### config.mk
export PLATFORM = sky130hd
export DESIGN_NAME = xbank_ctl
export DESIGN_NICKNAME = d
export VERILOG_FILES = /design/src/rtl/xbank_pkg.sv /design/src/rtl/xbank_reg.sv /design/src/rtl/xbank_map.sv /design/src/rtl/xbank_csel.sv /design/src/rtl/xbank_ctl.sv
export SDC_FILE = /design/constraint.sdc
export NUM_CORES = 1
export LEC_CHECK = 0
export ABC_AREA = 1
export BUFFER_PORTS_ARGS = -buffer_cell sky130_fd_sc_hd__buf_4
export CELL_PAD_IN_SITES_DETAIL_PLACEMENT = 1
export CELL_PAD_IN_SITES_GLOBAL_PLACEMENT = 2
export CORE_ASPECT_RATIO = 0.7
export CORE_MARGIN = 1
export CORE_UTILIZATION = 20
export DETAILED_ROUTE_END_ITERATION = 16
export PLACE_DENSITY_LB_ADDON = 0.25
export SLEW_MARGIN = 20
export SYNTH_ARGS = -nofsm -noshare
export SYNTH_HDL_FRONTEND = slang
export SYNTH_SLANG_ARGS = --single-unit
### constraint.sdc
create_clock -name clk -period 1.5 [get_ports clk]
set_input_delay 0.15 -clock clk [delete_from_list [all_inputs] [get_ports clk]]
set_output_delay 0.15 -clock clk [all_outputs]
set_load 0.02 [all_outputs]
### src/rtl/xbank_pkg.sv
package xbank_pkg;

   // Control register field positions (behavioural: software relies on them)
   localparam int unsigned OS_BIT    = 0;
   localparam int unsigned BASIC_BIT = 1;
   localparam int unsigned XSEL_LO   = 2;
   localparam int unsigned XEN_BIT   = 4;
   localparam int unsigned MODE_BIT  = 6;
   localparam int unsigned ST_BIT    = 7;

   // ROM-control functions held across extended mode
   typedef struct packed {
      logic st_n;
      logic basic_n;
      logic os_on;
   } romctl_t;

   localparam romctl_t ROMCTL_RESET = '{st_n: 1'b1, basic_n: 1'b1, os_on: 1'b1};

endpackage

### src/rtl/xbank_reg.sv
module xbank_reg
   import xbank_pkg::*;
#(
   parameter int unsigned ADDR_W   = 16,
   parameter int unsigned DATA_W   = 8,
   parameter logic [15:0] REG_ADDR = 16'hD301
)(
   input  logic              clk,
   input  logic              rst_n,
   input  logic              phi2,
   input  logic [ADDR_W-1:0] cpu_addr,
   input  logic [DATA_W-1:0] cpu_wdata,
   input  logic              cpu_rw,
   output logic [DATA_W-1:0] ctl_q,
   output romctl_t           rom_hold,
   output logic              rd_oe
);

   logic addr_hit;
   logic wr_hit;

   assign addr_hit = (cpu_addr == ADDR_W'(REG_ADDR));
   assign wr_hit   = phi2 & ~cpu_rw & addr_hit;
   assign rd_oe    = phi2 &  cpu_rw & addr_hit;

   always_ff @(posedge clk or negedge rst_n) begin
      if (!rst_n) begin
         ctl_q    <= '1;
         rom_hold <= ROMCTL_RESET;
      end else if (wr_hit) begin
         ctl_q <= cpu_wdata;
         if (cpu_wdata[MODE_BIT]) begin
            rom_hold <= '{st_n:    cpu_wdata[ST_BIT],
                          basic_n: cpu_wdata[BASIC_BIT],
                          os_on:   cpu_wdata[OS_BIT]};
         end
      end
   end

   assert_reset_value_R1: assert property (@(posedge clk)
      !rst_n |=> (ctl_q == '1 && rom_hold == ROMCTL_RESET));

   assert_hold_no_write_R2: assert property (@(posedge clk) disable iff (!rst_n)
      !wr_hit |=> $stable(ctl_q));

   assert_rom_frozen_R6: assert property (@(posedge clk) disable iff (!rst_n)
      !(wr_hit && cpu_wdata[MODE_BIT]) |=> $stable(rom_hold));

endmodule

### src/rtl/xbank_map.sv
module xbank_map
   import xbank_pkg::*;
#(
   parameter int unsigned ADDR_W = 16,
   parameter int unsigned DATA_W = 8,
   parameter int unsigned BANK_W = 7
)(
   input  logic [ADDR_W-1:0] cpu_addr,
   input  logic [DATA_W-1:0] ctl_q,
   input  romctl_t           rom_hold,
   output logic [BANK_W-1:0] bank,
   output logic              ram_hit,
   output logic              os_en,
   output logic              basic_on,
   output logic              st_en
);

   localparam int unsigned SEG_HI = ADDR_W - 1;
   localparam int unsigned SEG_LO = ADDR_W - 2;

   logic [BANK_W-1:0] ext_bank;
   logic [BANK_W-1:0] xe_bank;
   logic [BANK_W-1:0] base_bank;
   logic              in_window;
   logic              ext_mode;
   logic              io_hit, os_hit, basic_hit, st_hit;

   // Extended bank: every register bit except the mode bit, order kept
   for (genvar i = 0; i < DATA_W; i++) begin : g_ext
      if (i < MODE_BIT) begin : g_lo
         assign ext_bank[i] = ctl_q[i];
      end else if (i > MODE_BIT) begin : g_hi
         assign ext_bank[i-1] = ctl_q[i];
      end
   end

   assign ext_mode  = ~ctl_q[MODE_BIT];
   assign in_window = (cpu_addr[SEG_HI:SEG_LO] == 2'b01);
   assign base_bank = BANK_W'(cpu_addr[SEG_HI:SEG_LO]);
   assign xe_bank   = ctl_q[XEN_BIT] ? BANK_W'(1)
                                     : BANK_W'({1'b1, ctl_q[XSEL_LO+1:XSEL_LO]});

   always_comb begin
      if (!in_window)    bank = base_bank;
      else if (ext_mode) bank = ext_bank;
      else               bank = xe_bank;
   end

   // ROM enables come only from the held copy
   assign os_en    = rom_hold.os_on;
   assign basic_on = ~rom_hold.basic_n;
   assign st_en    = ~rom_hold.st_n & rom_hold.os_on;

   assign io_hit    = (cpu_addr[15:11] == 5'b11010);
   assign os_hit    = os_en & ((cpu_addr[15:12] == 4'hC) | (cpu_addr[15:11] >= 5'b11011));
   assign basic_hit = basic_on & (cpu_addr[15:13] == 3'b101);
   assign st_hit    = st_en & (cpu_addr[15:11] == 5'b01010);
   assign ram_hit   = ~(io_hit | os_hit | basic_hit | st_hit);

endmodule

### src/rtl/xbank_csel.sv
module xbank_csel #(
   parameter int unsigned BANK_W  = 7,
   parameter bit          GATE_CE = 1'b1
)(
   input  logic              phi2,
   input  logic [BANK_W-1:0] bank,
   input  logic              ram_hit,
   output logic [BANK_W-2:0] sram_ahi,
   output logic              mem0_ce_n,
   output logic              mem0_ce2,
   output logic              mem1_ce_n,
   output logic              mem1_ce2
);

   localparam int unsigned CHIP_AW = BANK_W - 1;

   logic qual;
   logic line_hi;
   logic line_lo;

   if (GATE_CE) begin : g_gate
      assign qual = phi2;
   end else begin : g_level
      assign qual = 1'b1;
   end

   assign line_hi  = qual & ram_hit &  bank[CHIP_AW];
   assign line_lo  = qual & ram_hit & ~bank[CHIP_AW];
   assign sram_ahi = bank[CHIP_AW-1:0];

   // Cross wiring: each line is one chip's low enable and the other's high enable
   assign mem0_ce_n = line_hi;
   assign mem1_ce2  = line_hi;
   assign mem0_ce2  = line_lo;
   assign mem1_ce_n = line_lo;

endmodule

### src/rtl/xbank_ctl.sv
module xbank_ctl
   import xbank_pkg::*;
#(
   parameter int unsigned ADDR_W   = 16,
   parameter int unsigned DATA_W   = 8,
   parameter int unsigned BANK_W   = 7,
   parameter logic [15:0] REG_ADDR = 16'hD301,
   parameter bit          GATE_CE  = 1'b1
)(
   input  logic              clk,
   input  logic              rst_n,
   input  logic              phi2,
   input  logic [ADDR_W-1:0] cpu_addr,
   input  logic [DATA_W-1:0] cpu_wdata,
   input  logic              cpu_rw,
   output logic [DATA_W-1:0] reg_rdata,
   output logic              reg_rd_oe,
   output logic [BANK_W-2:0] sram_ahi,
   output logic              mem0_ce_n,
   output logic              mem0_ce2,
   output logic              mem1_ce_n,
   output logic              mem1_ce2,
   output logic              os_rom_en,
   output logic              basic_en,
   output logic              selftest_en
);

   localparam int unsigned CHIP_AW = BANK_W - 1;

   if (ADDR_W != 16) begin : g_bad_addr
      $error("xbank_ctl: ADDR_W must be 16");
   end
   if (DATA_W != 8) begin : g_bad_data
      $error("xbank_ctl: DATA_W must be 8");
   end
   if (BANK_W != DATA_W - 1) begin : g_bad_bank
      $error("xbank_ctl: BANK_W must be DATA_W-1");
   end

   logic [DATA_W-1:0] ctl_q;
   romctl_t           rom_hold;
   logic [BANK_W-1:0] bank;
   logic              ram_hit;

   xbank_reg #(.ADDR_W(ADDR_W), .DATA_W(DATA_W), .REG_ADDR(REG_ADDR)) u_reg (
      .clk(clk), .rst_n(rst_n), .phi2(phi2), .cpu_addr(cpu_addr),
      .cpu_wdata(cpu_wdata), .cpu_rw(cpu_rw), .ctl_q(ctl_q),
      .rom_hold(rom_hold), .rd_oe(reg_rd_oe));

   xbank_map #(.ADDR_W(ADDR_W), .DATA_W(DATA_W), .BANK_W(BANK_W)) u_map (
      .cpu_addr(cpu_addr), .ctl_q(ctl_q), .rom_hold(rom_hold), .bank(bank),
      .ram_hit(ram_hit), .os_en(os_rom_en), .basic_on(basic_en), .st_en(selftest_en));

   xbank_csel #(.BANK_W(BANK_W), .GATE_CE(GATE_CE)) u_csel (
      .phi2(phi2), .bank(bank), .ram_hit(ram_hit), .sram_ahi(sram_ahi),
      .mem0_ce_n(mem0_ce_n), .mem0_ce2(mem0_ce2),
      .mem1_ce_n(mem1_ce_n), .mem1_ce2(mem1_ce2));

   assign reg_rdata = ctl_q;

   logic sel0, sel1;
   assign sel0 = ~mem0_ce_n & mem0_ce2;
   assign sel1 = ~mem1_ce_n & mem1_ce2;

   assert_one_chip_R9: assert property (@(posedge clk) disable iff (!rst_n)
      (phi2 && ram_hit) |-> $onehot({sel0, sel1}));

   assert_no_chip_R8: assert property (@(posedge clk) disable iff (!rst_n)
      (!ram_hit || (GATE_CE && !phi2)) |-> !(sel0 || sel1));

   assert_base_bank_R7: assert property (@(posedge clk) disable iff (!rst_n)
      (cpu_addr[15:14] != 2'b01 && (sel0 || sel1))
         |-> (sel0 && sram_ahi[CHIP_AW-1:2] == '0));

endmodule

Word-level counts from Yosys, hierarchy flattened --
Index checks and enable logic that the tools add are counted.
Word-level totals: bits in registers 11, latch bits 0, memory bits (writable) 0, ROM bits 0, bits of input ports 28, output and inout bits 22, logic and storage cells 35, memories kept 0
Cells by class: add/subtract/negate cells 0, multiply operators 0, div/mod/pow operators 0, $lt $le $gt $ge 1, equality and inequality tests 6, shift-type cells 0, multiplexer cells 3, bitwise logic cells 20, reductions and logical operators 1
Operator list (number):
- $eq 16x16->1 const B | 1
- $mux 7 | 2
- $and 1x1->1 | 11
- $eq 5x4->1 const B | 1
- $eq 5x5->1 const B | 1
- $ge 5x5->1 const B | 1
- $not 1->1 | 5
- $eq 4x4->1 const B | 1
- $or 1x1->1 | 4
- $eq 3x3->1 const B | 1
- $mux 3 | 1
- $eq 2x1->1 const B | 1
- $reduce_and 2->1 | 1

Depth between registers and ports, before layout --
Gate-level depths: netlist of run 1.
depth in word-level cells 9, gate-level depth with buffers 8, gate-level depth less buffers 8

Modules after synthesis --
From an unflattened synthesis of run 1, not the netlist that was laid out.
Unflattened totals: cells, all modules 139, area total of the unflattened synthesis 909.6 um^2
Modules (own cells, without submodules):
- xbank_reg | instances 1, cells each 88, area each 675.6 um^2, sequential area each 289.0 um^2
- xbank_map | instances 1, cells each 39, area each 158.9 um^2, sequential area each 0.0 um^2
- xbank_csel | instances 1, cells each 12, area each 75.1 um^2, sequential area each 0.0 um^2

Worst setup path before layout of run 1 --
Ideal clock, no wire load.
path kind register -> output, start register u_reg.ctl_q[6], end output mem1_ce_n, arrival 1.485 ns, required time 1.350 ns, slack -0.135 ns, stages on the path, launching flop included 8, buffers on the path 1, cell sequence dfstp_2 inv_1 nand2_1 inv_1 nand2_1 inv_1 nor2_1 buf_4
Between the ends: word-level cells in the longest chain between the ends 4
RTL lines:
- from (decl) | line xbank_reg.sv:14 | output logic [DATA_W-1:0] ctl_q,
- from (signal assigned) | line xbank_reg.sv:31 | ctl_q <= cpu_wdata;
- $mux 7 | line xbank_map.sv:45 | else if (ext_mode) bank = ext_bank;
- $mux 7 | line xbank_map.sv:44 | if (!in_window) bank = base_bank;
- $not 1->1 | line xbank_csel.sv:28 | assign line_lo = qual & ram_hit & ~bank[CHIP_AW];
- $and 1x1->1 | line xbank_csel.sv:28
- to (decl) | line xbank_ctl.sv:21 | output logic mem1_ce_n,
Every way passes these cells.

Final worst setup path of run 1 --
start register u_reg.rom_hold[2] (netlist name), end output mem0_ce2
Between the ends: word-level cells in the longest chain between the ends 7
RTL lines:
- $not 1->1 | line xbank_map.sv:52 | assign st_en = ~rom_hold.st_n & rom_hold.os_on;
- $and 1x1->1 | line xbank_map.sv:52
- $and 1x1->1 | line xbank_map.sv:57 | assign st_hit = st_en & (cpu_addr[15:11] == 5'b01010);
- $or 1x1->1 | line xbank_map.sv:58 | assign ram_hit = ~(io_hit | os_hit | basic_hit | st_hit);
- $not 1->1 | line xbank_map.sv:58
- $and 1x1->1 (2 in series) | line xbank_csel.sv:28
- to (decl) | line xbank_ctl.sv:20 | output logic mem0_ce2,
Every way passes these cells.

==> results of run 1 <==
[cell families after synthesis]
logic type | Yosys count
flops | 11
compound gates | 6
simple gates | 80
buf+inv | 25
[repair_timing]
item / in CTS / in global routing
endpoints found under the setup margin: 4 / 6
hold buffers: 1 / 0
setup buffers: 3 / 4
pin swaps: 3 / 5
resized for setup: 13 / 8
hold endpoints to repair: 11 / 0
gates cloned: 0 / 0
[synthesized netlist by cell type, drive strengths merged]
cell type / instances / area (um^2)
nor2: 22 / 103.9
nand4: 6 / 37.54
o211ai: 1 / 7.510
buf: 4 / 31.27
o21ai: 2 / 10.01
inv: 21 / 78.83
dfstp: 11 / 289.0
nor3: 1 / 5.000
nand3: 12 / 65.06
a21oi: 2 / 10.01
a31oi: 1 / 6.260
nand2: 39 / 151.4
[routing by layer]
metal | routed length (um) | track usage [%]
met1 | 1323 | 17.28
met3 | 132 | 3.833
met2 | 1201 | 21.83
met5 | 0 | 0
met4 | 0 | 1.887
[final timing paths]
check                                  to  cells past startpoint  slack, ns
min reg2reg                u_reg.ctl_q[3]                      2       0.48
max                              mem0_ce2                      5      -0.02
max reg2reg                u_reg.ctl_q[6]                      4       0.58
min in group asynchronous  u_reg.ctl_q[6]                      2       0.48
min                        u_reg.ctl_q[4]                      3       0.14
max in group asynchronous  u_reg.ctl_q[3]                      2       1.00
[sequential cells by signal (all words and copies together), names as in the netlist]
| name | flops |
|---|---|
| u_reg.ctl_q | 8 |
| u_reg.rom_hold | 3 |
[cell usage in the layout (no fill, tap or decap)]
cell	instances
buf_4	52
nor2_4	3
buf_6	5
nand3_1	9
nor3_1	1
nand2_1	35
nand4_1	6
nor2_1	16
o21ai_1	1
clkbuf_1	1
a21oi_1	2
nand3_4	1
o211ai_1	1
nand3_2	2
nand2_2	4
a31oi_4	1
dlygate4sd3_1	1
dfstp_2	11
inv_2	3
inv_1	18
nor2_8	1
clkbuf_8	3
nor2_2	2
o21ai_2	1
[power breakdown]
group | switching (W) | leakage, nW | internal [W]
registers | 0.0000000546 | 0.113 | 0.000299
logic | 0.0000711 | 0.597 | 0.0000750
clock network | 0.000101 | 0.0228 | 0.000186
[cell type report]
cell class / instances / area (um^2) / share of cell area, %
Clock buffer: 4 / 45.04 / 3.234
Inverter: 21 / 78.83 / 5.660
Multi-Input combinational cell: 86 / 460.4 / 33.06
Sequential cell: 11 / 289.0 / 20.75
Tap cell: 50 / 62.56 / 4.492
Timing Repair Buffer: 58 / 456.7 / 32.79
[per-stage QoR]
stage	util (%)	hold WS [ns]	power, W	TNS (ns)	instance area [um^2]
CTS	36.06	0.1358	0.0007394	-0.1992	1324
global route	37.93	0.1361	0.0007729	-0.3410	1393
detailed placement	32.96	0.1910	0.0004358	0	1210
global placement	32.96	0.1933	0.0004324	0	1210
floorplan	-	0.002164	0.0003541	-0.04275	803.3
finish	37.93	0.1389	0.0007320	-0.03369	1393
[critical path, cell delays in order, from the launching register on]
cell and delay, ns:
dfstp_2 0.56, nor2_4 0.05, o21ai_2 0.11, nand3_2 0.14, nor2_4 0.15, buf_6 0.13
==> results_dict.tcl, run 1 <==
set metrics [dict create \
    run_status "finished, violations left" \
    violations "setup timing" \
    nNetsFinal 209 \
    fin_crit_sh_pct 101.2 \
    clk_latency_ns 0.23 \
    synthAdderAreaFrac_pct 0 \
    drt_wl_total_mm 2.657 \
    start_util_pct 21.68 \
    hold_start "cpu_wdata[4]" \
    fmax_mhz 658.9 \
    fin_cells 230 \
    setup_violations 2 \
    end_kind "output pin" \
    synthXorXnorAreaFrac_pct 0 \
    grt_pass1_wl_mm 4.167 \
    yosys.area_share.simple_pct 45.60 \
    tritoncts "done" \
    cts_max_level 1 \
    grt_pass1_vias 911 \
    clk_pin_slew_ns 0.05 \
    tightest_slew_ns 0.3229 \
    period_minus_slack_ns 1.518 \
    dp_hpwl_mm 2.247 \
    avgViaCountPerCell 4.209 \
    antenna_found_initial 0 \
    fp-row-count 18 \
    grt-ovfl-total 0 \
    hold_viol_final 0 \
    cap_violations 0 \
    fin_ws_ns -0.01769 \
    pin_count 50 \
    wl_per_cell_um 11.55 \
    nFillCells 475 \
    rsz0062_at_grt "yes" \
    drt_first_pass_iters 3 \
    root_buffer "clkbuf_8" \
    cts_made_buffers 3 \
    drcViolationCount 0 \
    synth-seq-area-share_pct 36.32 \
    place.port_buffers 49 \
    critical_path.max_fanout 2 \
    yosysWarnings 0 \
    skew_ns 0 \
    postRouteAntennaNets 0 \
    netlist_instances 122 \
    syn_avg_cell_area_um2 6.523 \
    crit_path_start "u_reg.rom_hold[2]" \
    gp_congestion 0.6796 \
    power.density_nw_per_um2 525.7 \
    syn_area_um2 795.8 \
    die-area_um2 4239 \
    critPathKind "reg2out" \
    cts.sinks 11 \
    synth_cell_types 18 \
    worst_setup_path_start_kind "register" \
    synth_mux_area_share_pct 0 \
    synth-compound-area-share_pct 4.245 \
    synth_nets 150 \
    drive_gt1_share_pct 49.44 \
    holdCritPathClass "in2reg" \
    dp.cells 218 \
    dp_slack_ns 0.1064 \
    num_vias 968 \
    slew_headroom_pct 78.40 \
    crit_arrival_ns 1.37 \
    coreArea_um2 3671 \
    grt_max_degree 13 \
    antenna_cells 0 \
    worst_r2r_startpoint "u_reg.ctl_q[6]" \
    grt_usage_pct 13.08 \
    synth-seq-cells 11 \
    p_leak_nw 0.7330 \
    fp.dieH_um 54.78 \
    maxSlewViolCount 0 \
    areaGrowthSynthToFinish_pct 75.00 \
    drt_iter0_drc 16 \
    critPathRequiredTime_ns 1.35 \
    dieWidth_um 77.39 \
    ir_drop_mv 0.5115 \
    synth_top_family_by_area "simple AND/OR/NAND/NOR gates" \
    cts_max_path_buffers 2 \
]
Power figures use the tool's default switching activity.
==> inputs of run 2 (changes only) <==
Settings changed: CORE_UTILIZATION 20 to 21, SYNTH_HIERARCHICAL set to 1.
==> run 2 against run 1 <==
  * Count of clock-buffer cells in the layout is the same
  * Clock skew unchanged
  * Via count fell by 0.31%
  * Register-to-register slack better by 0.03 ns
  * Final cell count up 3.0%
  * Flip-flop and latch count unchanged
  * Sequential power hardly changed
  * Routed wire length up 2.0%
  * Die area increased by 8.6%
  * Synthesized cell count rose by 14%
  * The run now ends clean
  * Area after synthesis grew 14%
==> results_dict.tcl, run 2 <==
set metrics [dict create \
    maxSlewViolCount 0 \
    drcViolationCount 0 \
    critical_path.max_fanout 3 \
    cap_violations 0 \
    synth_top_area_share_pct 31.77 \
    top_regs "u_reg/ctl_q x8, u_reg/rom_hold x3" \
    final_area_um2 1381 \
    regArea_um2 289.0 \
    largest_register "u_reg/ctl_q" \
    p_leak_nw 0.7203 \
    crit_path_start "u_reg/rom_hold[1]" \
    largest_reg_flops 8 \
    worst_setup_path_start_kind "register" \
    power.density_nw_per_um2 531.0 \
    place.port_buffers 49 \
    ys.flop_type "dfstp_2" \
    critPathKind "reg2out" \
    nFillCells 519 \
    cts_max_path_buffers 2 \
    yosysWarnings 6 \
    syn_area_um2 909.6 \
    rrSetupSlack_ns 0.61 \
    gp_congestion 0.7155 \
    avgViaCountPerCell 4.072 \
    intPower_w 0.0005578 \
    worstReg2RegEnd "u_reg/ctl_q[6]" \
    cts_max_level 1 \
    syn_avg_cell_area_um2 6.544 \
    comb_power_share_pct 20.1 \
    skew_ns 0 \
    fin_tns_setup_ns 0 \
    slew_headroom_pct 76.27 \
    drt_wl_total_mm 2.710 \
    num_vias 965 \
    tightest_slew_ns 0.3551 \
    critPathRequiredTime_ns 1.35 \
    reg2reg_depth 3 \
    drt_iter0_drc 9 \
    grt-ovfl-total 0 \
    final_util_pct 34.18 \
    pin_count 50 \
    drt_first_pass_iters 3 \
    setup_violations 0 \
    clk_pin_slew_ns 0.05 \
    ir_drop_mv 0.3436 \
    grt_usage_pct 12.31 \
    whs_ns 0.1456 \
    fin_crit_sh_pct 98.13 \
    place_area_um2 1270 \
    yosys.cell_count.top_type "nand2_1" \
    hold_viol_final 0 \
    grt_pass1_wl_mm 4.353 \
    tritoncts "done" \
    start_util_pct 22.51 \
    holdCritPathClass "in2reg" \
    antenna_found_initial 0 \
    clk_latency_ns 0.23 \
    dp_hpwl_mm 2.326 \
    die-area_um2 4603 \
    netlist_instances 139 \
    antenna_cells 0 \
    pwr-share-seq_pct 40.8 \
    synthTopCellsByArea "dfstp_2 32%, nand2_1 20%, buf_4 7.4%, inv_1 7.4%, nor2_1 6.6%" \
    fp-row-count 19 \
    synth_edf_count 0 \
    fmax_mhz 679.4 \
    multiInputGateArea_um2 496.7 \
    worst_r2r_startpoint "u_reg/ctl_q[6]" \
    cts_made_buffers 3 \
    rsz0062_at_grt "yes" \
    clkPwrFrac_pct 39.1 \
    crit_end "mem1_ce2" \
    wl_per_cell_um 11.43 \
    crit_arrival_ns 1.32 \
    postRouteAntennaNets 0 \
    synth_cell_types 17 \
    synth-seq-cells 11 \
    nNetsFinal 214 \
    run_status "finished, final reports clean" \
    synth-seq-area-share_pct 31.77 \
    period_minus_slack_ns 1.472 \
    grt_pass1_vias 953 \
    final_cell_mix "47 x buf_4, 47 x nand2_1, 17 x inv_1, 12 x nor2_1, 11 x dfstp_2" \
    synth_nets 167 \
    drive_gt1_share_pct 48.11 \
    end_kind "output pin" \
    root_buffer "clkbuf_8" \
    p_sw_w 0.0001757 \
    dieWidth_um 80.67 \
    hold_depth 3 \
    synth_common_cells "49 x nand2_1, 18 x inv_1, 16 x nor2_1" \
    synth_area_leader_cell "dfstp_2" \
    grt_max_degree 14 \
    p_sw_share_pct 23.95 \
    areaGrowthSynthToFinish_pct 51.86 \
    coreArea_um2 4041 \
    cts.sinks 11 \
    fp.dieH_um 57.07 \
    async_flop_share_pct 100.0 \
]
run 2: timing repair:
action                                  in CTS  in global routing
resized for setup                            1                 14
endpoints found under the setup margin       4                  6
hold endpoints to repair                    11                  0
buffers inserted                             0                  2
pin swaps                                    0                  4
hold buffers                                 1                  0
run 2: kinds of logic after synthesis:
logic type      after synthesis  synth area share, %
simple gates                 95                50.34
compound gates                3                1.650
flops                        11                31.77
buf+inv                      30                16.23
run 2: worst min-delay path by stage:
| stage | startpoint | endpoint | slack (ns) |
|---|---|---|---|
| 6_report | cpu_wdata[4] | u_reg/ctl_q[4] | 0.15 |
| 5_1_grt | cpu_wdata[4] | u_reg/ctl_q[4] | 0.15 |
| 4_1_cts | cpu_wdata[4] | u_reg/ctl_q[4] | 0.14 |
| 3_5_place_dp | rst_n | u_reg/ctl_q[2] | 0.19 |
| 3_3_place_gp | rst_n | u_reg/ctl_q[2] | 0.19 |
| 2_1_floorplan | rst_n | u_reg/ctl_q[0] | 0.002 |
run 2: area by class of cell:
class                           count  share of cell area (%)
Multi-Input combinational cell     98                   35.96
Clock buffer                        4                   3.261
Inverter                           20                   5.616
Tap cell                           52                   4.710
Sequential cell                    11                   20.92
Timing Repair Buffer               52                   29.53
run 2: metrics by stage:
step | std cells | setup slack [ns] | power, W
2_1_floorplan | 139 | -0.0003109 | 0.0003599
4_1_cts | 235 | -0.002037 | 0.0007409
3_3_place_gp | 230 | 0.2480 | 0.0004422
3_5_place_dp | 230 | 0.2139 | 0.0004447
6_report | 237 | 0.02807 | 0.0007334
5_1_grt | 237 | -0.06350 | 0.0007763
run 2: metal layers:
layer / vias up / GRT usage, % / routed length [um]
li1: 510 / - / -
met4: 0 / 2.296 / 0
met1: 436 / 18.39 / 1395
met3: 0 / 2.880 / 163
met5: - / 0 / 0
met2: 19 / 18.04 / 1150
run 2: power groups by stage:
stage | Sequential [W] | Combinational [W] | Clock [W]
finish | 0.000299 | 0.000148 | 0.000287
global route | 0.000299 | 0.000164 | 0.000314
CTS | 0.000299 | 0.000145 | 0.000298
detailed placement | 0.000303 | 0.000142 | 0
global placement | 0.000303 | 0.000140 | 0
floorplan | 0.000303 | 0.0000572 | 0
run 2: worst max-delay path, cell delays in order, from the launching register on:
cell and delay, ns:
dfstp_2 0.55, o21ai_0 0.11, nand3_2 0.09, nand2_2 0.07
nor2_2 0.13, buf_6 0.14
